$ cat config.mk
export PLATFORM = sky130hd
export DESIGN_NAME = pipe3_core
export DESIGN_NICKNAME = d
export VERILOG_FILES = /design/src/rtl/pipe3_pkg.sv /design/src/rtl/pipe3_fetch.sv /design/src/rtl/pipe3_decode.sv /design/src/rtl/pipe3_execute.sv /design/src/rtl/pipe3_core.sv
export SDC_FILE = /design/constraint.sdc
export NUM_CORES = 1
export LEC_CHECK = 0
export BUFFER_PORTS_ARGS = -buffer_cell sky130_fd_sc_hd__buf_2
export CAP_MARGIN = 30
export CORE_MARGIN = 10
export CORE_UTILIZATION = 60
export CTS_BUF_LIST = sky130_fd_sc_hd__clkbuf_4
export DETAILED_ROUTE_END_ITERATION = 8
export PLACE_DENSITY = 0.92
export SLEW_MARGIN = 20
export SYNTH_ARGS = -nofsm -noshare
export SYNTH_HDL_FRONTEND = slang
export SYNTH_SLANG_ARGS = --single-unit
$ cat constraint.sdc
create_clock -name clk -period 9.5 [get_ports clk]
set_input_delay 1.9 -clock clk [delete_from_list [all_inputs] [get_ports clk]]
set_output_delay 1.9 -clock clk [all_outputs]
set_load 0.02 [all_outputs]
$ cat src/rtl/pipe3_pkg.sv
package pipe3_pkg;

  typedef enum logic [1:0] {
    KIND_NORMAL = 2'd0,
    KIND_LOAD   = 2'd1,
    KIND_BRANCH = 2'd2
  } kind_e;

  localparam logic [7:0] OPC_LOAD   = 8'h40;
  localparam logic [7:0] OPC_BRANCH = 8'h80;

  function automatic kind_e classify(input logic [31:0] word);
    if (word[31:24] == OPC_LOAD)
      return KIND_LOAD;
    else if (word[31:24] == OPC_BRANCH)
      return KIND_BRANCH;
    else
      return KIND_NORMAL;
  endfunction

endpackage

$ cat src/rtl/pipe3_fetch.sv
module pipe3_fetch #(
  parameter int AW = 32
) (
  input  logic          clk,
  input  logic          rst,
  input  logic          stall,
  input  logic          redirect,
  input  logic [AW-1:0] target,
  output logic [AW-1:0] pc
);
  localparam logic [AW-1:0] STEP = AW'(4);

  always_ff @(posedge clk) begin
    if (rst)
      pc <= '0;
    else if (redirect)
      pc <= target;
    else if (!stall)
      pc <= pc + STEP;
  end

  AST_PC_STEP: assert property (@(posedge clk) disable iff (rst)
    (!stall && !redirect) |=> (pc == $past(pc) + STEP));

endmodule

$ cat src/rtl/pipe3_decode.sv
module pipe3_decode
  import pipe3_pkg::*;
#(
  parameter int AW = 32
) (
  input  logic          clk,
  input  logic          rst,
  input  logic          stall,
  input  logic          flush,
  input  logic [31:0]   fetch_word,
  input  logic [AW-1:0] fetch_addr,
  output logic          dec_valid,
  output kind_e         dec_kind,
  output logic [23:0]   dec_imm,
  output logic [AW-1:0] dec_addr
);

  always_ff @(posedge clk) begin
    if (rst) begin
      dec_valid <= 1'b0;
      dec_kind  <= KIND_NORMAL;
      dec_imm   <= '0;
      dec_addr  <= '0;
    end else if (flush) begin
      dec_valid <= 1'b0;
    end else if (!stall) begin
      dec_valid <= 1'b1;
      dec_kind  <= classify(fetch_word);
      dec_imm   <= fetch_word[23:0];
      dec_addr  <= fetch_addr;
    end
  end

  AST_DEC_FLUSH: assert property (@(posedge clk) disable iff (rst)
    flush |=> !dec_valid);

  AST_DEC_HOLD: assert property (@(posedge clk) disable iff (rst)
    (stall && !flush) |=> $stable(dec_addr) && $stable(dec_valid));

endmodule

$ cat src/rtl/pipe3_execute.sv
module pipe3_execute
  import pipe3_pkg::*;
#(
  parameter int AW         = 32,
  parameter int LOAD_EXTRA = 2,
  parameter int PW         = 2
) (
  input  logic          clk,
  input  logic          rst,
  input  logic          dec_valid,
  input  kind_e         dec_kind,
  input  logic [23:0]   dec_imm,
  input  logic [AW-1:0] dec_addr,
  input  logic [AW-1:0] pc,
  output logic          ex_valid,
  output kind_e         ex_kind,
  output logic [AW-1:0] ex_addr,
  output logic [PW-1:0] ex_phase,
  output logic          stall,
  output logic          redirect,
  output logic [AW-1:0] target,
  output logic          link_we,
  output logic [AW-1:0] link_data
);
  localparam logic [AW-1:0] LINK_OFS = AW'(4);
  localparam int            SEXT_W   = AW - 26;

  logic [23:0]   ex_imm;
  logic [AW-1:0] offset;

  assign offset    = {{SEXT_W{ex_imm[23]}}, ex_imm, 2'b00};
  assign redirect  = ex_valid && (ex_kind == KIND_BRANCH);
  assign target    = pc + offset;
  assign link_we   = redirect;
  assign link_data = ex_addr + LINK_OFS;

  generate
    if (LOAD_EXTRA == 0) begin : g_no_hold
      assign stall    = 1'b0;
      assign ex_phase = '0;
    end else begin : g_hold
      localparam logic [PW-1:0] LAST = PW'(LOAD_EXTRA);
      logic [PW-1:0] phase_q;
      assign stall    = ex_valid && (ex_kind == KIND_LOAD) && (phase_q != LAST);
      assign ex_phase = phase_q;

      always_ff @(posedge clk) begin
        if (rst || redirect || !stall)
          phase_q <= '0;
        else
          phase_q <= phase_q + PW'(1);
      end

      AST_PHASE_RANGE: assert property (@(posedge clk) disable iff (rst)
        phase_q <= LAST);

      AST_PHASE_ADV: assert property (@(posedge clk) disable iff (rst)
        stall |=> (phase_q == $past(phase_q) + PW'(1)) && $stable(ex_addr));
    end
  endgenerate

  always_ff @(posedge clk) begin
    if (rst) begin
      ex_valid <= 1'b0;
      ex_kind  <= KIND_NORMAL;
      ex_imm   <= '0;
      ex_addr  <= '0;
    end else if (redirect) begin
      ex_valid <= 1'b0;
    end else if (!stall) begin
      ex_valid <= dec_valid;
      ex_kind  <= dec_kind;
      ex_imm   <= dec_imm;
      ex_addr  <= dec_addr;
    end
  end

endmodule

$ cat src/rtl/pipe3_core.sv
module pipe3_core
  import pipe3_pkg::*;
#(
  parameter int AW         = 32,
  parameter int LOAD_EXTRA = 2,
  parameter int PW         = 2
) (
  input  logic          clk,
  input  logic          rst,
  output logic [AW-1:0] imem_addr,
  input  logic [31:0]   imem_rdata,
  output logic          dec_valid,
  output logic [AW-1:0] dec_addr,
  output logic          ex_valid,
  output logic [AW-1:0] ex_addr,
  output logic [1:0]    ex_kind,
  output logic [PW-1:0] ex_phase,
  output logic          link_we,
  output logic [AW-1:0] link_data,
  output logic          redirect
);
  localparam logic [AW-1:0] AHEAD2 = AW'(8);
  localparam logic [AW-1:0] AHEAD1 = AW'(4);

  logic          stall;
  logic [AW-1:0] target;
  logic [AW-1:0] pc;
  kind_e         dec_kind_w;
  logic [23:0]   dec_imm_w;
  kind_e         ex_kind_w;

  pipe3_fetch #(.AW(AW)) u_fetch (
    .clk(clk), .rst(rst), .stall(stall), .redirect(redirect),
    .target(target), .pc(pc)
  );

  pipe3_decode #(.AW(AW)) u_decode (
    .clk(clk), .rst(rst), .stall(stall), .flush(redirect),
    .fetch_word(imem_rdata), .fetch_addr(pc),
    .dec_valid(dec_valid), .dec_kind(dec_kind_w), .dec_imm(dec_imm_w),
    .dec_addr(dec_addr)
  );

  pipe3_execute #(.AW(AW), .LOAD_EXTRA(LOAD_EXTRA), .PW(PW)) u_execute (
    .clk(clk), .rst(rst),
    .dec_valid(dec_valid), .dec_kind(dec_kind_w), .dec_imm(dec_imm_w),
    .dec_addr(dec_addr), .pc(pc),
    .ex_valid(ex_valid), .ex_kind(ex_kind_w), .ex_addr(ex_addr),
    .ex_phase(ex_phase), .stall(stall), .redirect(redirect),
    .target(target), .link_we(link_we), .link_data(link_data)
  );

  assign imem_addr = pc;
  assign ex_kind   = ex_kind_w;

  AST_PC_AHEAD: assert property (@(posedge clk) disable iff (rst)
    ex_valid |-> (pc == ex_addr + AHEAD2));

  AST_DEC_SEQ: assert property (@(posedge clk) disable iff (rst)
    (dec_valid && ex_valid) |-> (dec_addr == ex_addr + AHEAD1));

  AST_REDIRECT_FLUSH: assert property (@(posedge clk) disable iff (rst)
    redirect |=> (!ex_valid && !dec_valid && !stall));

  AST_LOAD_FREEZE: assert property (@(posedge clk) disable iff (rst)
    stall |=> $stable(pc));

endmodule

# Word-level counts from Yosys, hierarchy flattened
# Index checks and enable logic that the tools add are counted.
[totals]
register_bits = 152
output_inout_bits = 136
[op_classes]
reduce_logical = 8
bitwise_logic = 2
eq_ne = 6
n_addsub = 4
muxes = 4
[op_table]
columns = ["op", "n"]
rows = [
  ["32-bit by 3-bit adder with 32-bit output (second input constant)", 2],
  ["32-bit two-way mux", 2],
  ["32-bit adder", 1],
  ["8-bit by 7-bit equality test with 1-bit output (second input constant)", 1],
  ["8-bit equality test (second input constant)", 1],
  ["2-bit two-way mux", 2],
  ["1-bit logical AND", 3],
  ["2-bit by 1-bit adder with 2-bit output (second input constant)", 1],
  ["2-bit by 1-bit equality test with 1-bit output (second input constant)", 1],
  ["2-bit equality test (second input constant)", 1],
  ["1-bit logical OR", 2],
  ["2-bit by 1-bit != test with 1-bit output (second input constant)", 1],
  ["2-bit != test (second input constant)", 1],
  ["1-bit inverter", 2],
  ["2-bit AND reduction", 1],
  ["2-bit OR reduction", 1],
  ["1-bit zero test", 1],
]

# Longest topological paths before layout
# Gate-level depths: netlist of run 1.
[depth]
depth_word = 5
ltp_mapped = 16
ltp_nobuf = 15

# Hierarchy
# Synthesis of run 1 repeated with hierarchy kept, for this count alone.
[unflattened]
hier_cells = 1066
area_unflattened_um2 = 8152.8
[by_module_without_submodules]
columns = ["module", "area_each_um2", "cells_each", "n_inst"]
rows = [
  ["pipe3_execute", 4201.5, 575, 1],
  ["pipe3_decode", 2072.0, 260, 1],
  ["pipe3_fetch", 1879.3, 231, 1],
]

# Worst setup path after synthesis of run 1
# No wires, ideal clock.
[synth_timing]
path_kind = "register to output"
start = "register u_execute.ex_addr[11]"
end = "output link_data[29]"
path_buffers = 0
path_stages_with_launch = 9
t_required_ns = 7.600
setup_slack_ns = 5.472
t_arrival_ns = 2.128
path_cell_list = "dfxtp_1 > nand3_1 > nor3_1 > nand3_1 > nor2_1 > nand2_1 > nor2_1 > nand4_1 > xnor2_1"
[synth_between]
elab_chain_len = 1
[synth_rtl]
columns = ["item", "line_no", "rtl"]
rows = [
  ["start, declared", "pipe3_execute.sv:17", "output logic [AW-1:0] ex_addr,"],
  ["start signal, assigned", "pipe3_execute.sv:74", "ex_addr <= dec_addr;"],
  ["32-bit by 3-bit adder with 32-bit output", "pipe3_execute.sv:35", "assign link_data = ex_addr + LINK_OFS;"],
  ["end, declared", "pipe3_core.sv:19", "output logic [AW-1:0] link_data,"],
]
# Every way passes these cells.

# Worst setup path after layout of run 1
# Ends and elaborated chain as after synthesis.

==> metrics.txt, run 1 <==
GRT Total Usage=22.4%; CP endpoint kind=primary output; RSZ-0062 raised after global routing=false; Antenna Violating Nets Remaining=0; setup bufs post-CTS=0; Hold WC Path Type=reg2reg; TritonCTS Buffers=17; syn avg cell area=7.56 um2; Pwr per Cell Area=119 nW/um2; crit path DAT=2770 ps; Final period util=49.2%; max-cap check violation count=0; Synth warnings=0; status=finished clean; clk sink count=146; Core Box Area=12000 um2; Reg clk slew, reported paths=120 ps; maximum root-to-sink buffer count=2; FMAX=214 MHz; top_reg_cell synth=dfxtp_1; post-synth cell types=59; # nets final=1164; die width=131 um; fraction of layout instances using a drive strength above 1=18.6%; asr flop ratio synth=0%; reg-to-reg slack, setup=5660 ps; Final Util=70.0%; Layout area overhead=14.0%; critical path class=reg2out; initial antenna violation count=0; IO Pins=170; LEAKAGE=3.80 nW; Slew headroom=45.7%; root buffer cell=clkbuf_4; routed len/inst=15.7 um; setup violators final=0; Placer Congestion=0.952; post_cts resized=0; Worst-Margin Slew=815 ps; Layout Skew=17.1 ps; Via Count=7117; Routed WL=19.8 mm; H-tree lvl count=4; Hold Buf Count CTS=0; number of detailed-routing iterations run before antenna repair=6; clk_lat worst skew=580 ps; Post-synth EDFFs=0; initial core utilization=61.4%; total gr overflow=0; CP required=7600 ps; Syn Inst Count=976; CTS tree=yes; largest net degree at the start of global routing=83; die area=17100 um2; commonest non-fill, non-tap cell in the layout=nand2_1; synthesized area=7370 um2; setup_tns=0 ps; Startpoint Class=flop; #FFs+latches synth=146; via density per instance=5.65; final hold vios=0; worst vdd ir=0.107 mV; Max FO, Critical Path=6; DRC Markers=0; DR iter-0 viols=561; first-pass GRT wire length=31.2 mm; most frequent cells in the layout=nand2_1, a21oi_1, buf_2; post-synthesis sequential area ratio=39.6%; Slew Viols, Final=0; Die H=131 um; vias in the first global route=6475; DP Wirelength=14.9 mm; Port Buffer Count=161; FP Rows=40; fin crit period=4670 ps
## area by class of cell
class | instances | area, um2
well taps | 147 | 184
clock inverters | 14 | 72.6
multi-input cells | 752 | 4150
fillers | 1008 | 3600
flip-flops and latches | 146 | 2920
clock buffers | 18 | 135
repair buffers | 167 | 893
diodes | 1 | 2.50
inverters | 14 | 52.6
## state kept, by name (all words and copies together) (netlist names)
name / count
u_execute.ex_kind: 2
u_execute.ex_valid: 1
u_decode.dec_imm: 24
u_execute.ex_phase: 2
u_execute.ex_imm: 24
u_decode.dec_kind: 2
u_decode.dec_addr: 30
u_execute.ex_addr: 30
u_decode.dec_valid: 1
u_fetch.pc: 30
## cell families (layout without fill, tap and decap cells)
family | after synthesis | in the layout | share of synthesized area (%)
AND/OR/NAND/NOR | 430 | 430 | 25.7
adder cells (fa/ha/maj) | 32 | 32 | 5.53
other | 1 | 9 | 0.0509
buffers and inverters | 85 | 213 | 4.92
flip-flops | 146 | 146 | 39.6
XOR/XNOR | 47 | 47 | 5.58
multiplexers | 2 | 2 | 0.271
AO/OA/AOI/OAI | 233 | 233 | 18.4
## metrics by stage
stage / cell area [um2] / total power, W / std cells / hold WS [ps] / worst slack, ps
2_1_floorplan: 7400 / 0.000686 / 983 / 432 / 5470
3_3_place_gp: 8140 / 0.000701 / 1224 / 437 / 5570
3_5_place_dp: 8200 / 0.000703 / 1226 / 444 / 5470
4_1_cts: 8410 / 0.00101 / 1258 / 449 / 4820
5_1_grt: 8410 / 0.00104 / 1258 / 460 / 4550
6_report: 8410 / 0.00100 / 1259 / 442 / 4830
## Yosys cell counts (all sizes together), types with 14 or more instances
| cell type | n | area, um2 |
|---|---|---|
| ha | 31 | 388 |
| nor2 | 33 | 124 |
| inv | 14 | 52.6 |
| xnor2 | 29 | 254 |
| buf | 19 | 115 |
| a21o | 15 | 113 |
| xor2 | 18 | 158 |
| and2 | 23 | 144 |
| nand2 | 288 | 1080 |
| o21ai | 20 | 104 |
| nand3 | 22 | 110 |
| clkbuf | 52 | 195 |
| a21oi | 167 | 836 |
| dfxtp | 146 | 2920 |
## path summary, 6_finish.rpt
path,startpoint,to,cells after the start
worst max register to register,u_execute.ex_kind[1]$_SDFFE_PP0P_,u_fetch.pc[26]$_SDFFE_PP0P_,14
worst min-delay path,u_decode.dec_imm[2]$_SDFFE_PP0P_,u_execute.ex_imm[2]$_SDFFE_PP0P_,2
worst min register to register,u_decode.dec_imm[2]$_SDFFE_PP0P_,u_execute.ex_imm[2]$_SDFFE_PP0P_,2
worst max-delay path,u_execute.ex_addr[11]$_SDFFE_PP0P_,link_data[29],9
## metal layers
layer / track usage, % / routed length [um] / up-vias
met5: 0 / 0 / -
li1: - / - / 3525
met1: 28.8 / 8680 / 3231
met3: 5.36 / 1780 / 34
met4: 8.31 / 368 / 0
met2: 35.7 / 8960 / 327
## where the power goes
group          switching [W]  internal, W
sequential        0.00000965     0.000626
clock               0.000213    0.0000988
combinational      0.0000347    0.0000191
total               0.000258     0.000744
## critical path: stages (launching register included)
cell	delay (ps)
dfxtp_1	440
nand3_1	150
nor3_1	290
nand3_1	140
nor2_1	310
nand2_1	180
nor2_1	220
nand4_1	140
xnor2_1	150
buf_2	180
No activity file was read; power rests on OpenSTA's default activity.
==> run 2, diff against run 1 <==
--- a/config.mk
+++ b/config.mk
@@ -8,10 +8,10 @@
 export BUFFER_PORTS_ARGS = -buffer_cell sky130_fd_sc_hd__buf_2
 export CAP_MARGIN = 30
 export CORE_MARGIN = 10
-export CORE_UTILIZATION = 60
+export CORE_UTILIZATION = 56
 export CTS_BUF_LIST = sky130_fd_sc_hd__clkbuf_4
 export DETAILED_ROUTE_END_ITERATION = 8
-export PLACE_DENSITY = 0.92
+export PLACE_DENSITY = 0.86
 export SLEW_MARGIN = 20
 export SYNTH_ARGS = -nofsm -noshare
 export SYNTH_HDL_FRONTEND = slang
==> constraint.sdc (replaced) <==
create_clock -name clk -period 4.4 [get_ports clk]
set_input_delay 0.88 -clock clk [delete_from_list [all_inputs] [get_ports clk]]
set_output_delay 0.88 -clock clk [all_outputs]
set_load 0.02 [all_outputs]
==> run 2 against run 1 <==
Clock power grew to 2.9 times the previous value. Worst hold slack better by 0.80 ps. Clock-buffer cell count grew 1. First-iteration DRC count down 6.4%. Design area up 1.4%. Global-route usage fell by 1.0 points. Combinational power rose by 120%. Die area up 6.0%. Cell count up 1.9%. Via count fell by 3.0%. Utilization is 3.2 points lower. Critical endpoint is now link_data[31]. Largest cell class unchanged.
==> metrics.txt, run 2 (synthesis gave the netlist of run 1 again) <==
status=finished clean; Hold Buf Count CTS=0 (unchanged); Startpoint Class=flop; DRC Markers=0 (unchanged); CP peak stage delay=440 ps (about the same); Routed WL=19.9 mm (+0.39%); H-tree lvl count=4 (unchanged); critical path cell sequence=nand3_1 > nor3_1 > nand3_1 > nor2_1 > nand2_1 > nor2_1 > nand3_1 > xnor2_1 > buf_2; reg-to-reg slack, setup=750 ps (-4910 ps); hold slack final=443 ps (+0.795 ps); Sequential Power Share=57.1% (-6.3 points); fin crit period=3830 ps; Antenna Violating Nets Remaining=0 (unchanged); LEAKAGE=3.85 nW (+1.4%); Switch Pwr=0.000555 W (+120%); die width=135 um (+3.0%); setup violators final=0 (unchanged); Crit-path slowest cell=dfxtp_1; setup bufs post-CTS=0 (unchanged); vias in the first global route=6459 (-0.25%); placed cells=1252 (+2.1%); initial core utilization=57.7% (-3.7 points); Layout Skew=15.5 ps (-1.61 ps); setup_tns=0 ps (unchanged); post_cts resized=0 (unchanged); Sw Share=23.1% (-2.7 points); CP endpoint kind=primary output; Clock power frac=37.9% (+6.7 points); maximum root-to-sink buffer count=2 (unchanged); commonest non-fill, non-tap cell in the layout=nand2_1; Port Buffer Count=161 (unchanged); reg2reg start=u_execute.ex_kind[1]$_SDFFE_PP0P_; # fillers=1127 (+12%); worst vdd ir=0.232 mV (+120%); die area=18200 um2 (+6.0%); number of diodes=0 (-1); Via Count=6906 (-3.0%); Max FO, Critical Path=6 (unchanged); placed cell areas=8220 um2 (+0.29%); P_int=0.00185 W (+150%); Reg clk slew, reported paths=120 ps (about the same); DR iter-0 viols=525 (-6.4%); max-cap check violation count=0 (unchanged); Finished Cell Area=8530 um2 (+1.4%); clk sink count=146 (unchanged); CP required=3520 ps (-4080 ps); first-pass GRT wire length=32.3 mm (+3.6%); reg2reg path depth=14 (unchanged); DP Wirelength=14.7 mm (-0.88%); RSZ-0062 raised after global routing=false; CTS tree=yes; IO Pins=170 (unchanged); total gr overflow=0 (unchanged); largest net degree at the start of global routing=85 (+2.4%); TritonCTS Buffers=17 (unchanged); FP Rows=41 (+2.5%); Worst-Margin Slew=947 ps (+133 ps); Pwr per Cell Area=282 nW/um2 (+140%); Placer Congestion=0.954 (+0.21%); Hold WC Path Type=reg2reg; Layout area overhead=15.6%; number of detailed-routing iterations run before antenna repair=5 (-1); RR Endpoint=u_fetch.pc[26]$_SDFFE_PP0P_; via density per instance=5.38 (-4.8%); crit path DAT=2950 ps (+180 ps); Post-Layout Cell Count=1283 (+1.9%); Die H=135 um (+3.0%); most frequent cells in the layout=nand2_1, a21oi_1, buf_2; routed len/inst=15.5 um (-1.5%); final hold vios=0 (unchanged); # nets final=1165 (+0.086%); FMAX=261 MHz; fraction of layout instances using a drive strength above 1=19.2% (+0.54 points); Worst Setup SP=u_execute.ex_addr[12]$_SDFFE_PP0P_; Core Box Area=12800 um2 (+6.3%); Critical Path Most Common Cell=nand3_1; Slew Viols, Final=0 (unchanged); Comb pwr share=4.9% (-0.5 points); Final Util=66.8% (-3.2 points); root buffer cell=clkbuf_4; initial antenna violation count=0 (unchanged); biggest regs=u_decode.dec_addr x30, u_execute.ex_addr x30, u_fetch.pc x30; GRT Total Usage=21.3% (-1.0 points); Final period util=87.0%; Slew headroom=36.7% (-9.0 points); critical path class=reg2out; crit path to=link_data[31]; clk_lat worst skew=560 ps (-20 ps)
-- run 2: cell count changes in the layout (fill, tap and decap cells not counted), sizes merged --
cell / previous run / this run
clkinv: 11 / 6
bufinv: 0 / 4
buf: 167 / 168
clkbuf: 18 / 19
clkinvlp: 2 / 1
diode: 1 / 0
-- run 2: per-stage QoR --
step	total power, W	worst slack, ps
floorplan	0.00148	839
global placement	0.00152	962
detailed placement	0.00152	829
CTS	0.00242	548
global route	0.00250	260
finish	0.00240	572
-- run 2: area by class of cell --
type / instances / area [um2] / share of cell area, %
Tap cell: 172 / 215 / 2.52
Clock inverter: 12 / 164 / 1.92
Multi-Input combinational cell: 752 / 4150 / 48.6
Timing Repair Buffer: 168 / 886 / 10.4
Inverter: 14 / 52.6 / 0.616
Clock buffer: 19 / 143 / 1.67
Sequential cell: 146 / 2920 / 34.3
-- run 2: how the worst min path moves through the flow --
stage                                      startpoint                           endpoint  slack, ps  depth (start not counted)
floorplan           u_execute.ex_imm[10]$_SDFFE_PP0P_  u_execute.ex_imm[10]$_SDFFE_PP0P_        430                          2
global placement     u_execute.ex_phase[0]$_SDFF_PP0_   u_execute.ex_phase[0]$_SDFF_PP0_        440                          1
detailed placement   u_execute.ex_phase[0]$_SDFF_PP0_   u_execute.ex_phase[0]$_SDFF_PP0_        440                          1
CTS                  u_decode.dec_imm[2]$_SDFFE_PP0P_   u_execute.ex_imm[2]$_SDFFE_PP0P_        450                          2
global route         u_decode.dec_imm[2]$_SDFFE_PP0P_   u_execute.ex_imm[2]$_SDFFE_PP0P_        470                          2
finish               u_decode.dec_imm[2]$_SDFFE_PP0P_   u_execute.ex_imm[2]$_SDFFE_PP0P_        440                          2
-- run 2: worst max-delay path, delay by kind of cell (launching register included) --
family | cells | cell delay [ps]
buffers and inverters | 1 | 190
AND/OR/NAND/NOR | 7 | 1560
flip-flops | 1 | 440
XOR/XNOR | 1 | 210
-- run 2: metal layers --
metal	share of wire [%]	wire length [um]	global-route usage, %
met5	0	0	0
met4	1.6	316	7.01
met3	9.8	1950	7.64
met2	44	8680	32.2
met1	45	8930	27.6
-- run 2: power groups by stage --
stage / registers, W / clock network (W) / logic (W)
floorplan: 0.00141 / 0 / 0.0000735
global placement: 0.00140 / 0 / 0.000115
detailed placement: 0.00140 / 0 / 0.000117
CTS: 0.00137 / 0.000928 / 0.000118
global route: 0.00138 / 0.000987 / 0.000132
finish: 0.00137 / 0.000911 / 0.000118
==> run 3, diff against run 2 <==
--- a/config.mk
+++ b/config.mk
@@ -11,7 +11,8 @@
 export CORE_UTILIZATION = 56
 export CTS_BUF_LIST = sky130_fd_sc_hd__clkbuf_4
 export DETAILED_ROUTE_END_ITERATION = 8
-export PLACE_DENSITY = 0.86
+export PLACE_DENSITY = 0.79
+export RECOVER_POWER = 100
 export SLEW_MARGIN = 20
 export SYNTH_ARGS = -nofsm -noshare
 export SYNTH_HDL_FRONTEND = slang
==> run 3 against run 2 <==
Critical endpoint is now u_fetch.pc[24]$_SDFFE_PP0P_. Largest power group unchanged. Die area stayed put. Critical path depth up 5. Clock power is 4.4% lower.
==> metrics.txt, run 3 (synthesis gave the netlist of run 1 again) <==
setup bufs post-CTS=0 (unchanged); status=finished clean; FMAX=252 MHz (-3.6%); root buffer cell=clkbuf_4; # fillers=1237 (+9.8%); largest net degree at the start of global routing=91 (+7.1%); Worst-Margin Slew=1470 ps (+526 ps); fin crit period=3970 ps (+144 ps); Layout Skew=12.2 ps (-3.31 ps); post_cts resized=0 (unchanged); Slew Viols, Final=0 (unchanged); hold_sp=u_execute.ex_imm[8]$_SDFFE_PP0P_; hold path depth=2 (unchanged); number of detailed-routing iterations run before antenna repair=5 (unchanged); die area=18200 um2 (unchanged); setup_tns=0 ps (unchanged); final hold vios=0 (unchanged); Routed WL=19.8 mm (-0.15%); fraction of layout instances using a drive strength above 1=7.10% (-12 points); clk_lat worst skew=560 ps (about the same); CTS tree=yes; Hold WC Path Type=reg2reg; Final period util=90.3% (+3.3 points); DRC Markers=0 (unchanged); biggest regs=u_decode.dec_addr x30, u_execute.ex_addr x30, u_fetch.pc x30; initial antenna violation count=0 (unchanged); DP Wirelength=14.4 mm (-2.1%); FP Rows=41 (unchanged); Core Box Area=12800 um2 (unchanged); GRT Total Usage=21.3% (about the same); Hold EP=u_execute.ex_imm[8]$_SDFFE_PP0P_; first-pass GRT wire length=32.2 mm (-0.28%); LEAKAGE=3.26 nW (-15%); total gr overflow=0 (unchanged); H-tree lvl count=4 (unchanged); worst vdd ir=0.255 mV (+10%); Post-Layout Cell Count=1285 (+0.16%); Pwr per Cell Area=285 nW/um2 (+1.1%); max-cap check violation count=0 (unchanged); TritonCTS Buffers=17 (unchanged); routed len/inst=15.4 um (-0.30%); DR iter-0 viols=474 (-9.7%); crit path DAT=4410 ps (+1460 ps); reg-to-reg slack, setup=430 ps (-320 ps); vias in the first global route=6424 (-0.54%); via density per instance=5.39 (+0.22%); Via Count=6932 (+0.38%); register area=2920 um2 (unchanged); most frequent cells in the layout=nand2_1, a21oi_1, dfxtp_1; number of diodes=0 (unchanged); RR Endpoint=u_fetch.pc[24]$_SDFFE_PP0P_; setup violators final=0 (unchanged); area of the multi-input gates=4090 um2 (-1.4%); placed cells=1252 (unchanged); Hold Buf Count CTS=0 (unchanged); reg2reg path depth=14 (unchanged); initial core utilization=57.7% (unchanged); Placer Congestion=0.914 (-4.1%); die width=135 um (unchanged); maximum root-to-sink buffer count=2 (unchanged); Reg clk slew, reported paths=120 ps (about the same); Port Buffer Count=161 (unchanged); RSZ-0062 raised after global routing=false; CP endpoint kind=flop; commonest non-fill, non-tap cell in the layout=nand2_1; CP required=4840 ps (+1320 ps); clk sink count=146 (unchanged); Slew headroom=1.80% (-35 points); # nets final=1166 (+0.086%); critical path class=reg2reg; reg2reg start=u_execute.ex_kind[1]$_SDFFE_PP0P_; Layout area overhead=12.3%; Startpoint Class=flop; IO Pins=170 (unchanged); Antenna Violating Nets Remaining=0 (unchanged); Die H=135 um (unchanged); Max FO, Critical Path=27 (+21)
==> run 3: cell count changes in the layout (fill, tap and decap cells not counted), sizes merged <==
cell	previous run	this run
buf	168	37
bufinv	4	3
clkbuf	19	150
clkinv	6	8
clkinvlp	1	2
==> run 3: layer usage <==
layer | track usage (%) | wire length (um) | vias up
li1 | - | - | 3543
met1 | 28.7 | 9020 | 3125
met2 | 31.1 | 8560 | 238
met3 | 7.16 | 1950 | 26
met4 | 7.38 | 311 | 0
met5 | 0 | 0 | -
==> run 3: how the worst max path moves through the flow <==
| stage | from | end | slack (ps) |
|---|---|---|---|
| 3_3_place_gp | u_execute.ex_kind[1]$_SDFFE_PP0P_ | u_fetch.pc[24]$_SDFFE_PP0P_ | 680 |
| 4_1_cts | u_execute.ex_kind[1]$_SDFFE_PP0P_ | u_fetch.pc[24]$_SDFFE_PP0P_ | 540 |
| 6_report | u_execute.ex_kind[1]$_SDFFE_PP0P_ | u_fetch.pc[24]$_SDFFE_PP0P_ | 430 |
| 2_1_floorplan | u_execute.ex_kind[1]$_SDFFE_PP0P_ | u_fetch.pc[24]$_SDFFE_PP0P_ | 840 |
| 3_5_place_dp | u_execute.ex_kind[1]$_SDFFE_PP0P_ | u_fetch.pc[24]$_SDFFE_PP0P_ | 560 |
| 5_1_grt | u_execute.ex_addr[11]$_SDFFE_PP0P_ | link_data[31] | 130 |
==> run 3: metrics by stage <==
| stage | utilization (%) | power (W) | setup WS [ps] | hold WS, ps | area (um2) |
|---|---|---|---|---|---|
| global route | 64.9 | 0.00246 | 126 | 477 | 8280 |
| detailed placement | 64.4 | 0.00152 | 558 | 443 | 8220 |
| global placement | 64.2 | 0.00152 | 679 | 438 | 8200 |
| finish | 64.9 | 0.00236 | 429 | 456 | 8280 |
| CTS | 66.7 | 0.00238 | 542 | 457 | 8520 |
| floorplan | - | 0.00148 | 839 | 432 | 7400 |
==> run 3: power breakdown <==
group / internal (W) / switching [W] / leakage [nW]
Clock: 0.000397 / 0.000474 / 0.160
Sequential: 0.00135 / 0.0000212 / 1.19
Combinational: 0.0000385 / 0.0000758 / 1.91
==> run 3: area by class of cell <==
cell class	instances	area share [%]
Multi-Input combinational cell	752	49.3
Sequential cell	146	35.3
Timing Repair Buffer	169	8.53
Tap cell	172	2.60
Clock inverter	14	1.98
Clock buffer	18	1.63
Inverter	14	0.634
==> run 3: worst max-delay path, stage by stage (launching register included) <==
cell and delay (ps):
dfxtp_1 390, nand2_1 80, or2_2 340, inv_1 570, nand2_1 230, fa_1 490, nor2b_2 110, o21ai_0 100
nand2b_2 110, a31oi_1 200, o31ai_4 310, a211oi_2 150, or4_1 530, nand4_1 140, o311ai_2 110
